[src/rtl/cs_dec_pkg.sv]
package cs_dec_pkg;

    // Width of one region field inside a bounds word.
    localparam int CS_FIELD_W = 16;
    // Width of a bounds word.
    localparam int CS_WORD_W  = 2 * CS_FIELD_W;

    // Bounds word layout: first region in the upper half, last region in the lower half.
    typedef struct packed {
        logic [CS_FIELD_W-1:0] first;
        logic [CS_FIELD_W-1:0] last;
    } cs_bound_t;

endpackage

[src/rtl/cs_bounds_regs.sv]
module cs_bounds_regs
    import cs_dec_pkg::*;
#(
    parameter  int NUM_CS = 4,
    localparam int IDX_W  = $clog2(NUM_CS)
) (
    input  logic                        clk,
    input  logic                        rst_n,
    input  logic                        we,
    input  logic [IDX_W-1:0]            idx,
    input  logic [CS_WORD_W-1:0]        wdata,
    output logic [CS_WORD_W-1:0]        rdata,
    output logic [NUM_CS*CS_WORD_W-1:0] words_flat
);

    logic [CS_WORD_W-1:0] words_d [NUM_CS];
    logic [CS_WORD_W-1:0] words_q [NUM_CS];

    always_comb begin
        for (int i = 0; i < NUM_CS; i++) begin
            words_d[i] = words_q[i];
        end
        if (we) begin
            words_d[idx] = wdata;
        end
    end

    always_ff @(posedge clk) begin
        if (!rst_n) begin
            for (int i = 0; i < NUM_CS; i++) begin
                words_q[i] <= '0;
            end
        end else begin
            for (int i = 0; i < NUM_CS; i++) begin
                words_q[i] <= words_d[i];
            end
        end
    end

    assign rdata = words_q[idx];

    for (genvar g = 0; g < NUM_CS; g++) begin : g_flat
        assign words_flat[g*CS_WORD_W +: CS_WORD_W] = words_q[g];
    end

endmodule

[src/rtl/cs_range_match.sv]
module cs_range_match
    import cs_dec_pkg::*;
#(
    parameter int NUM_CS     = 4,
    parameter int ADDR_W     = 40,
    parameter int GRAN_SHIFT = 24
) (
    input  logic [NUM_CS*CS_WORD_W-1:0] words_flat,
    input  logic [ADDR_W-1:0]           addr,
    output logic [NUM_CS-1:0]           match
);

    localparam int PAD_W = ADDR_W - GRAN_SHIFT - CS_FIELD_W;

    for (genvar g = 0; g < NUM_CS; g++) begin : g_cs
        cs_bound_t         bnd;
        logic [ADDR_W-1:0] lo_byte;
        logic [ADDR_W-1:0] hi_byte;
        logic              populated;

        assign bnd       = words_flat[g*CS_WORD_W +: CS_WORD_W];
        assign populated = (bnd.first != bnd.last);
        // Byte-exact window; the constant low bits fold away in synthesis.
        assign lo_byte   = {{PAD_W{1'b0}}, bnd.first, {GRAN_SHIFT{1'b0}}};
        assign hi_byte   = {{PAD_W{1'b0}}, bnd.last,  {GRAN_SHIFT{1'b1}}};
        assign match[g]  = populated && (addr >= lo_byte) && (addr <= hi_byte);
    end

endmodule

[src/rtl/cs_prio_pick.sv]
module cs_prio_pick #(
    parameter  int N     = 4,
    localparam int IDX_W = $clog2(N)
) (
    input  logic [N-1:0]     req,
    output logic             any,
    output logic [IDX_W-1:0] idx
);

    always_comb begin
        any = |req;
        idx = '0;
        for (int i = N - 1; i >= 0; i--) begin
            if (req[i]) begin
                idx = IDX_W'(i);
            end
        end
    end

endmodule

[src/rtl/cs_range_decoder.sv]
module cs_range_decoder
    import cs_dec_pkg::*;
#(
    parameter  int NUM_CS     = 4,
    parameter  int ADDR_W     = 40,
    parameter  int GRAN_SHIFT = 24,
    localparam int IDX_W      = $clog2(NUM_CS)
) (
    input  logic                 clk,
    input  logic                 rst_n,
    input  logic                 cfg_we,
    input  logic [IDX_W-1:0]     cfg_idx,
    input  logic [CS_WORD_W-1:0] cfg_wdata,
    output logic [CS_WORD_W-1:0] cfg_rdata,
    input  logic                 req_valid,
    input  logic [ADDR_W-1:0]    req_addr,
    output logic                 rsp_valid,
    output logic                 rsp_hit,
    output logic                 rsp_miss,
    output logic [IDX_W-1:0]     rsp_cs
);

    typedef struct packed {
        logic             valid;
        logic             hit;
        logic             miss;
        logic [IDX_W-1:0] cs;
    } rsp_t;

    logic [NUM_CS*CS_WORD_W-1:0] words_flat;
    logic [NUM_CS-1:0]           match;
    logic                        any_match;
    logic [IDX_W-1:0]            win_idx;
    rsp_t                        rsp_d;
    rsp_t                        rsp_q;

    cs_bounds_regs #(
        .NUM_CS (NUM_CS)
    ) u_regs (
        .clk        (clk),
        .rst_n      (rst_n),
        .we         (cfg_we),
        .idx        (cfg_idx),
        .wdata      (cfg_wdata),
        .rdata      (cfg_rdata),
        .words_flat (words_flat)
    );

    cs_range_match #(
        .NUM_CS     (NUM_CS),
        .ADDR_W     (ADDR_W),
        .GRAN_SHIFT (GRAN_SHIFT)
    ) u_match (
        .words_flat (words_flat),
        .addr       (req_addr),
        .match      (match)
    );

    cs_prio_pick #(
        .N (NUM_CS)
    ) u_pick (
        .req (match),
        .any (any_match),
        .idx (win_idx)
    );

    always_comb begin
        rsp_d = '0;
        if (req_valid) begin
            rsp_d.valid = 1'b1;
            rsp_d.hit   = any_match;
            rsp_d.miss  = !any_match;
            rsp_d.cs    = any_match ? win_idx : '0;
        end
    end

    always_ff @(posedge clk) begin
        if (!rst_n) begin
            rsp_q <= '0;
        end else begin
            rsp_q <= rsp_d;
        end
    end

    assign rsp_valid = rsp_q.valid;
    assign rsp_hit   = rsp_q.hit;
    assign rsp_miss  = rsp_q.miss;
    assign rsp_cs    = rsp_q.cs;

endmodule

[config.mk]
export PLATFORM = sky130hd
export DESIGN_NAME = cs_range_decoder
export DESIGN_NICKNAME = d
export VERILOG_FILES = /design/src/rtl/cs_dec_pkg.sv /design/src/rtl/cs_bounds_regs.sv /design/src/rtl/cs_range_match.sv /design/src/rtl/cs_prio_pick.sv /design/src/rtl/cs_range_decoder.sv
export SDC_FILE = /design/constraint.sdc
export NUM_CORES = 1
export LEC_CHECK = 0
export BUFFER_PORTS_ARGS = -buffer_cell sky130_fd_sc_hd__clkbuf_2
export CAP_MARGIN = 20
export CORE_MARGIN = 10
export CORE_UTILIZATION = 45
export CTS_CLUSTER_SIZE = 12
export DETAILED_ROUTE_END_ITERATION = 10
export PLACE_DENSITY = 0.69
export SYNTH_ARGS = -nofsm -noshare
export SYNTH_HDL_FRONTEND = slang
export SYNTH_SLANG_ARGS = --single-unit
[constraint.sdc]
create_clock -name clk -period 3.2 [get_ports clk]
set_clock_uncertainty 0.15 [all_clocks]
set_input_delay 0 -clock clk [delete_from_list [all_inputs] [get_ports clk]]
set_output_delay 0 -clock clk [all_outputs]
set_load 0.02 [all_outputs]
# After elaboration in Yosys (flattened, before gate mapping)
# Memories as Yosys holds them, arrays and structs flattened.
# Index checks and enable logic that the tools add are counted.
# Widths: inputs -> output; s select.
# totals
ff_bits	5
mem_count	1
elab_cells	58
ram_bits	128
out_inout_bits	37
# mem_list
memory	depth	word_bits	read_ports	rd_clocked_by_memory_dff	write_ports	line	rtl
u_regs.words_q	4	32	5	0	4	cs_bounds_regs.sv:17	logic [CS_WORD_W-1:0] words_q [NUM_CS];
# op_classes
eq_ne	4
n_bitwise	8
magnitude_cmp	10
mux	16
n_reduce_logical	14
# ops
operator	count
$ge 40x40->1	4
$le 40x40->1	4
$mux 32	5
$bwmux 128	1
$mux 128	1
$demux 32 s2	1
$ne 16x16->1	4
$mux 2	5
$logic_and 1x1->1	9
$reduce_or 4->1	2
$mux 5	1
$reduce_or 5->1	1
$or 1x1->1	4
$ge 3x3->1 const B	1
$lt 3x1->1 const B	1
$not 1->1	3
$not 2->3	1
$mux 1	2
$reduce_and 2->1	1
$logic_not 1->1	1

# Logic depth before layout (Yosys ltp)
# Gate-level depths: netlist (run 1).
# An unclocked memory read counts as a cell.
# depth
depth_word	10
depth_mapped	9

# Cells and area by module
# From an unflattened synthesis (run 1), not the netlist that was laid out.
# hier_totals
hier_cells	1057
area_unflattened_um2	9664.3
# by_module_without_submodules
module	instances	area_per_inst_um2	cells_each	seq_area_each_um2
cs_bounds_regs	1	5531.6	493	2562.5
cs_range_match	1	3955.0	547	0.0
cs_range_decoder	1	142.6	10	100.1
cs_prio_pick	1	35.0	7	0.0

# Worst setup path after synthesis (run 1)
# OpenSTA, ideal clock, no wires.
# synth_timing
kind	register to register
startpoint	mem u_regs.words_q[2][17] (netlist name)
endpoint	reg rsp_q, in the netlist rsp_miss
arrival_time_ps	2033
path_stages_with_launch	9
synth_period_minus_slack_ps	2299
path_buffers	0
path_slack_ps	901
t_required_ps	2934
setup_ps	116
cell_sequence	dfxtp_1 inv_1 ha_1 nand4_1 or3_1 a2111o_1 a221oi_2 a21oi_2 and4_1
# synth_lines
element	line	rtl
from (decl)	cs_bounds_regs.sv:17	
to (signal assigned)	cs_range_decoder.sv:81	rsp_q <= rsp_d;
to (decl)	cs_range_decoder.sv:35	rsp_t rsp_q;

==> results of run 1 <==
-- how the worst max path moves through the flow --
stage               cells after the start        to  slack (ns)                   from
floorplan                               8  rsp_miss        0.90  u_regs.words_q[2][17]
global placement                        8  rsp_miss        0.66  u_regs.words_q[2][17]
detailed placement                      8  rsp_miss        0.63  u_regs.words_q[2][17]
CTS                                     8  rsp_miss        0.61  u_regs.words_q[2][17]
global route                            8  rsp_miss        0.46  u_regs.words_q[0][13]
finish                                  8  rsp_miss        0.59  u_regs.words_q[2][17]
-- kinds of logic after synthesis --
group,share of synthesized area
AO/OA/AOI/OAI,0.175
XOR/XNOR,0.0584
adder cells (fa/ha/maj),0.167
buffers and inverters,0.0700
flip-flops,0.278
multiplexers,0.0751
AND/OR/NAND/NOR,0.177
-- state kept, by name, indices dropped and copies added (netlist names) --
| name | cells |
|---|---|
| rsp_miss | 1 |
| rsp_hit | 1 |
| u_regs.words_q | 128 |
| rsp_valid | 1 |
| rsp_cs | 2 |
-- placed cells by master, fill, tap and decap left out, types with 3 or more instances in the layout --
| master | Yosys | layout |
|---|---|---|
| nand2b_1 | 6 | 6 |
| buf_12 | 0 | 5 |
| nand4_1 | 49 | 49 |
| nor3_1 | 8 | 8 |
| clkbuf_16 | 0 | 17 |
| clkbuf_2 | 0 | 113 |
| a21o_1 | 23 | 23 |
| bufinv_16 | 0 | 4 |
| a21oi_1 | 46 | 46 |
| buf_4 | 0 | 10 |
| xnor2_1 | 64 | 64 |
| nand3_1 | 7 | 7 |
| nor4_1 | 13 | 13 |
| mux4_2 | 32 | 32 |
| a221oi_1 | 4 | 4 |
| inv_1 | 128 | 128 |
| ha_1 | 128 | 128 |
| clkinv_4 | 0 | 4 |
| a41oi_1 | 3 | 3 |
| a211oi_1 | 5 | 5 |
| and4_1 | 3 | 3 |
| dlygate4sd3_1 | 0 | 33 |
| a21boi_1 | 128 | 128 |
| nor2_1 | 11 | 9 |
| nand2_1 | 279 | 279 |
| inv_6 | 0 | 3 |
| dfxtp_1 | 133 | 133 |
| o21ai_0 | 16 | 16 |
| o21ai_1 | 4 | 4 |
-- metal layers --
layer  wire length (microns)  GRT usage
met1                   14500      0.321
met2                   14600      0.358
met3                    2740     0.0369
met4                     838     0.0805
met5                       0          0
-- power by group --
group          switching, mW  total [mW]  internal, mW
registers             0.0895        1.80          1.71
clock network          0.821        2.16          1.34
logic                  0.495       0.880         0.386
-- timing repair --
item                       CTS  global route
hold buffers                33             0
setup endpoints to repair    0             0
hold endpoints to repair   133             0
-- final cells by class --
class                      count  area share
clock buffer                  19      0.0386
clock inverter                13      0.0171
inverter                     128      0.0419
multi-input combinational    852       0.546
sequential                   133       0.232
tap                          275      0.0300
timing repair buffer         162      0.0938
-- cells in the mapped netlist, types with 2 or more instances --
cell type | instances | share of area
nor3_1 | 8 | 0.0042
a221oi_1 | 4 | 0.0037
or3_1 | 2 | 0.0013
nor2_1 | 11 | 0.0043
a21oi_1 | 46 | 0.024
nor4_1 | 13 | 0.0085
nand3_1 | 7 | 0.0037
a21boi_1 | 128 | 0.10
a211oi_1 | 5 | 0.0039
or2_1 | 2 | 0.0013
nand2_1 | 279 | 0.11
a21o_1 | 23 | 0.018
a221oi_2 | 2 | 0.0031
a41oi_1 | 3 | 0.0027
nand4_1 | 49 | 0.032
xnor2_1 | 64 | 0.058
and4_1 | 3 | 0.0027
o41ai_1 | 2 | 0.0018
a2111o_1 | 2 | 0.0023
mux4_2 | 32 | 0.075
ha_1 | 128 | 0.17
nand2b_1 | 6 | 0.0039
inv_1 | 128 | 0.050
buf_2 | 3 | 0.0016
o21bai_1 | 2 | 0.0016
dfxtp_1 | 133 | 0.28
o21ai_1 | 4 | 0.0021
o21ai_0 | 16 | 0.0083
clkbuf_1 | 46 | 0.018
-- per-stage QoR --
stage | setup WS (ns) | cell area (sq um) | power [mW]
after floorplan | 0.901 | 9590 | 2.34
after global placement | 0.657 | 10500 | 2.65
after detailed placement | 0.625 | 10500 | 2.67
after CTS | 0.607 | 11500 | 4.84
after global routing | 0.458 | 11500 | 5.02
final | 0.586 | 11500 | 4.84
-- critical path, delay by kind of cell (launching register included) --
family	cells	cell delay, ns
flops	1	0.39
fa+ha+maj	1	0.29
compound gates	3	0.93
simple gates	3	0.70
buf+inv	1	0.06
==> impl_metrics.yaml, run 1 <==
worst_setup_path:
  critical_path.cell_chain: "inv_1 -> ha_1 -> nand4_1 -> or3_1 -> a2111o_1 -> a221oi_2 -> a21oi_2 -> and4_1"
  rrSetupSlack_ns: 0.59
  cp_slowest_cell: "a2111o_1"
  critPathLaunchType: "flip-flop"
  r2r-start: "u_regs.words_q[2][17]"
  path_max_fanout: 4
  cp_data_required_time_ns: 3.37
  critical-path-max-stage-delay_ns: 0.43
  cp.arrival_ns: 2.78
  worstReg2RegEnd: "rsp_miss"
  reg2reg_depth: 8
  worstSetupPathType: "flip-flop to flip-flop"
  end_kind: "flip-flop"
synth:
  syn_nets: 1369
  async_flop_share: 0
  netlist_instances: 1163
  synth-edff-count: 0
  synthesis.area_sq_um: 9590
  synth_ff_type: "dfxtp_1"
  post_synth.cell_area_avg_sq_um: 8.25
  ys_types: 41
  ys_ff_latch: 133
  synth_warnings: 0
  ys_seq_area_frac: 0.278
run:
  cap_violations: 0
drt:
  vias: 9053
  drcViolationCount: 0
  wl_mm: 32.7
  avgRoutedWirePerCell_microns: 20.7
  ant_nets: 0
  drt_pre_antenna_iters: 5
  first_iter_violations: 893
  viasPerCell: 5.72
min_path:
  hold_start: "cfg_we"
  hold_path_end: "u_regs.words_q[2][3]"
  min_path_cells: 5
  min_path_type: "input port to flip-flop"
clock_tree:
  cts_resized: 0
  numCtsBuffers: 17
  clk_latency_ns: 0.43
  tritoncts: "yes"
  clk_pin_slew_worst_paths_ns: 0.06
  cts.sinks: 133
  cts.path.max_buffers: 2
  cts_root_buf: "clkbuf_16"
  h-tree-depth: 4
  postCtsSetupBuffers: 0
die:
  die_h_microns: 166
  start_util: 0.456
  rows: 53
  fp.dieW_microns: 166
  core_area_sq_um: 21000
  die_area_sq_um: 27600
  pin_count: 115
sta:
  finalHoldViolCount: 0
  fin_crit_sh: 0.817
  rsz0062_at_grt: "no"
  fmax_mhz: 383
  whs_ns: 0.0345
  setup_viol: 0
  slew_violations: 0
  tightest_slew_ns: 1.01
  fin_crit_ns: 2.61
  slew_headroom: 0.324
  setup_tns_ns: 0
grt:
  antenna_found_initial: 0
  track_usage: 0.232
  grt_max_degree: 71
  grt_pass1_vias: 8821
  gr-total-overflow: 0
  grt_pass1_wl_mm: 50.9
finish:
  antenna_cells: 0
  drive_gt1_frac: 0.153
  fin_util: 0.546
  multi_input_area_sq_um: 6270
  register_area_sq_um: 2660
  stdcell_count: 1582
  n_fill_cell: 1939
  syn_to_final_growth_pct: 19.6
  final_nets: 1500
status:
  outcome: "finished, final reports clean"
placement:
  dpl.hpwl_mm: 25.5
  io_buffers: 114
  dp_cells: 1517
  routabilityCongestion: 1.00
power:
  peakVddDrop_mv: 0.355
  cellPowerDensity_nw_per_um2: 422
  power.leakage_nw: 4.36
Note: power is estimated with default switching activity, not from simulation.
==> run 2, diff against run 1 <==
--- a/config.mk
+++ b/config.mk
@@ -5,13 +5,14 @@
 export SDC_FILE = /design/constraint.sdc
 export NUM_CORES = 1
 export LEC_CHECK = 0
+export ABC_AREA = 1
 export BUFFER_PORTS_ARGS = -buffer_cell sky130_fd_sc_hd__clkbuf_2
 export CAP_MARGIN = 20
 export CORE_MARGIN = 10
 export CORE_UTILIZATION = 45
 export CTS_CLUSTER_SIZE = 12
 export DETAILED_ROUTE_END_ITERATION = 10
-export PLACE_DENSITY = 0.69
+export PLACE_DENSITY = 0.72
 export SYNTH_ARGS = -nofsm -noshare
 export SYNTH_HDL_FRONTEND = slang
 export SYNTH_SLANG_ARGS = --single-unit
==> constraint.sdc (replaced) <==
create_clock -name clk -period 2.2 [get_ports clk]
set_clock_uncertainty 0.15 [all_clocks]
set_input_delay 0 -clock clk [delete_from_list [all_inputs] [get_ports clk]]
set_output_delay 0 -clock clk [all_outputs]
set_load 0.02 [all_outputs]
==> run 2 against run 1 <==
Cell area decreased by 2.5%. Sequential share of layout area increased by 0.60 points. Synthesized cell count increased by 9.9%. Sequential cell count unchanged. Maximum frequency increased by 27%. Critical path depth increased by 5. Worst setup slack got worse by 0.45 ns. Critical path type unchanged. Largest power group unchanged.
==> impl_metrics.yaml, run 2 <==
status:
  outcome: "finished, final reports clean"
synth:
  synth_compound_area_frac: 0.236
  async_flop_share: 0
  synth.most_common_cell: "nand2_1"
  synth_fa_ha_area_frac: 0.171
  netlist_instances: 1278
  syn_nets: 1484
  synth_ff_type: "dfxtp_1"
  synthesis.area_sq_um: 9350
  ys_top_cells_by_area: "dfxtp_1 28%, ha_1 17%, a21oi_1 9.6%, nand2_1 7.5%, inv_1 7.3%"
  synth_common_cells: "188 x nand2_1, 183 x inv_1, 180 x a21oi_1"
  yosys.area_share.simple: 0.157
  yosysTopAreaCell: "dfxtp_1"
  synth-edff-count: 0
  ys_types: 33
  synthMuxAreaShare: 0
  synth_warnings: 0
  synth_top_area_share: 0.285
  ys_seq_area_frac: 0.285
  synthXorXnorAreaFrac: 0.0553
  post_synth.cell_area_avg_sq_um: 7.32
  synth_top_family_by_area: "compound AO/OA/AOI/OAI gates"
  ys_ff_latch: 133
power:
  internal_power_mw: 4.84
  peakVddDrop_mv: 0.542
  p_total_mw: 7.15
  comb_power_share: 0.230
  clock_power_share: 0.400
  switching_share: 0.323
  power.leakage_nw: 4.84
  switchingPower_mw: 2.31
  p_seq_frac: 0.370
  cellPowerDensity_nw_per_um2: 639
placement:
  dp_cells: 1626
  place_ws_ns: 0.104
  io_buffers: 114
  routabilityCongestion: 0.907
  dpl.hpwl_mm: 22.4
worst_setup_path:
  path_buf_inv: 2
  path_max_fanout: 3
  cp_data_required_time_ns: 2.42
  cp.arrival_ns: 2.28
  end_kind: "flip-flop"
  critPathLaunchType: "flip-flop"
  cp_common_cell: "nand2_1"
  crit_family: "simple AND/OR/NAND/NOR gates"
  critical_path.cell_chain: "inv_1 -> ha_1 -> a21oi_1 -> o21ai_0 -> nor2_1 -> nand2_1 -> nand2_1 -> nand3_2 -> inv_1 -> nand2_1 -> nand2_1 -> nand2_1 -> nor2_1"
  cp_slowest_cell: "dfxtp_1"
  critical-path-max-stage-delay_ns: 0.36
  worstSetupPathType: "flip-flop to flip-flop"
die:
  die_h_microns: 164
  die_area_sq_um: 26900
  pin_count: 115
  core_area_sq_um: 20400
  start_util: 0.459
  fp.dieW_microns: 164
  rows: 52
drt:
  wl_mm: 29.0
  viasPerCell: 5.37
  vias: 9104
  wl_met2_mm: 13.9
  wl_met3_mm: 1.51
  wl_met1_mm: 12.8
  drcViolationCount: 0
  avgRoutedWirePerCell_microns: 17.1
  drt_pre_antenna_iters: 5
  first_iter_violations: 763
  top_layer: "met4"
  ant_nets: 0
grt:
  grt_max_degree: 65
  grt_pass1_vias: 8816
  gr-total-overflow: 0
  grt_pass1_wl_mm: 45.8
  antenna_found_initial: 0
  track_usage: 0.212
run:
  cap_violations: 0
sta:
  slew_violations: 0
  setup_tns_ns: 0
  slew_headroom: 0.526
  tightest_slew_ns: 0.710
  rsz0062_at_grt: "no"
  fin_crit_ns: 2.06
  setup_viol: 0
  setup_ws_ns: 0.138
  fmax_mhz: 485
  fin_crit_sh: 0.937
  finalHoldViolCount: 0
finish:
  largest_register_ffs: 128
  stdcell_count: 1694
  final_nets: 1617
  antenna_cells: 0
  fin_util: 0.549
  max_flop_register: "u_regs.words_q"
  syn_to_final_growth_pct: 19.6
  drive_gt1_frac: 0.145
  layout_commonest_cell: "nand2_1"
  layout_common_cells: "185 x nand2_1, 183 x inv_1, 180 x a21oi_1"
  n_fill_cell: 1896
clock_tree:
  cts_root_buf: "clkbuf_16"
  postCtsSetupBuffers: 0
  h-tree-depth: 4
  numCtsBuffers: 17
  tritoncts: "yes"
  cts.path.max_buffers: 2
  clk_latency_ns: 0.44
  clk_pin_slew_worst_paths_ns: 0.06
  cts.sinks: 133
min_path:
  min_path_type: "input port to flip-flop"
-- run 2: power groups by stage --
stage / logic (mW) / clock network (mW) / registers (mW)
final: 1.65 / 2.86 / 2.64
after global routing: 1.84 / 2.97 / 2.66
after CTS: 1.63 / 2.87 / 2.64
after detailed placement: 1.56 / 0 / 2.69
after global placement: 1.52 / 0 / 2.69
after floorplan: 1.02 / 0 / 2.68
-- run 2: worst paths after layout --
check        cells past startpoint  slack, ns                  start               endpoint
min reg2reg                      2       0.36  u_regs.words_q[1][17]  u_regs.words_q[1][17]
min                              7       0.04           req_addr[20]              rsp_cs[1]
max reg2reg                     13       0.14  u_regs.words_q[3][13]              rsp_cs[0]
max                             13       0.14  u_regs.words_q[3][13]              rsp_cs[0]
-- run 2: layout make-up --
cell class | count | area [sq um] | area share
multi-input cells | 909 | 5830 | 0.521
flip-flops and latches | 133 | 2660 | 0.238
repair buffers | 165 | 1080 | 0.0967
inverters | 185 | 694 | 0.0621
clock buffers | 17 | 425 | 0.0380
well taps | 270 | 338 | 0.0302
clock inverters | 15 | 155 | 0.0139
-- run 2: per-layer routing --
metal | GRT usage | up-vias
met3 | 0.0401 | 58
met5 | 0 | -
met2 | 0.351 | 268
met1 | 0.268 | 4183
met4 | 0.0768 | 0
li1 | - | 4595
-- run 2: kinds of logic (layout without fill, tap and decap cells) --
group,after synthesis,after routing
buf+inv,236,382
fa+ha+maj,128,128
xor+xnor,59,59
compound gates,395,395
flops,133,133
simple gates,327,327
-- run 2: metrics by stage --
step | cell area [sq um] | hold slack [ns]
after floorplan | 9350 | -0.00455
after global placement | 10200 | 0.127
after detailed placement | 10200 | 0.128
after CTS | 11200 | 0.0436
after global routing | 11200 | 0.0768
final | 11200 | 0.0404
-- run 2: timing repair --
item | CTS | global route
hold endpoints to repair | 133 | 0
resized for setup | 0 | 6
setup endpoints to repair | 0 | 2
hold buffers | 36 | 0
-- run 2: worst reg2reg max path: cells and delay by family (launching register included) --
| kind | cells | cell delay [ns] |
|---|---|---|
| simple gates | 8 | 0.70 |
| flops | 1 | 0.36 |
| compound gates | 2 | 0.34 |
| fa+ha+maj | 1 | 0.29 |
| buf+inv | 2 | 0.15 |
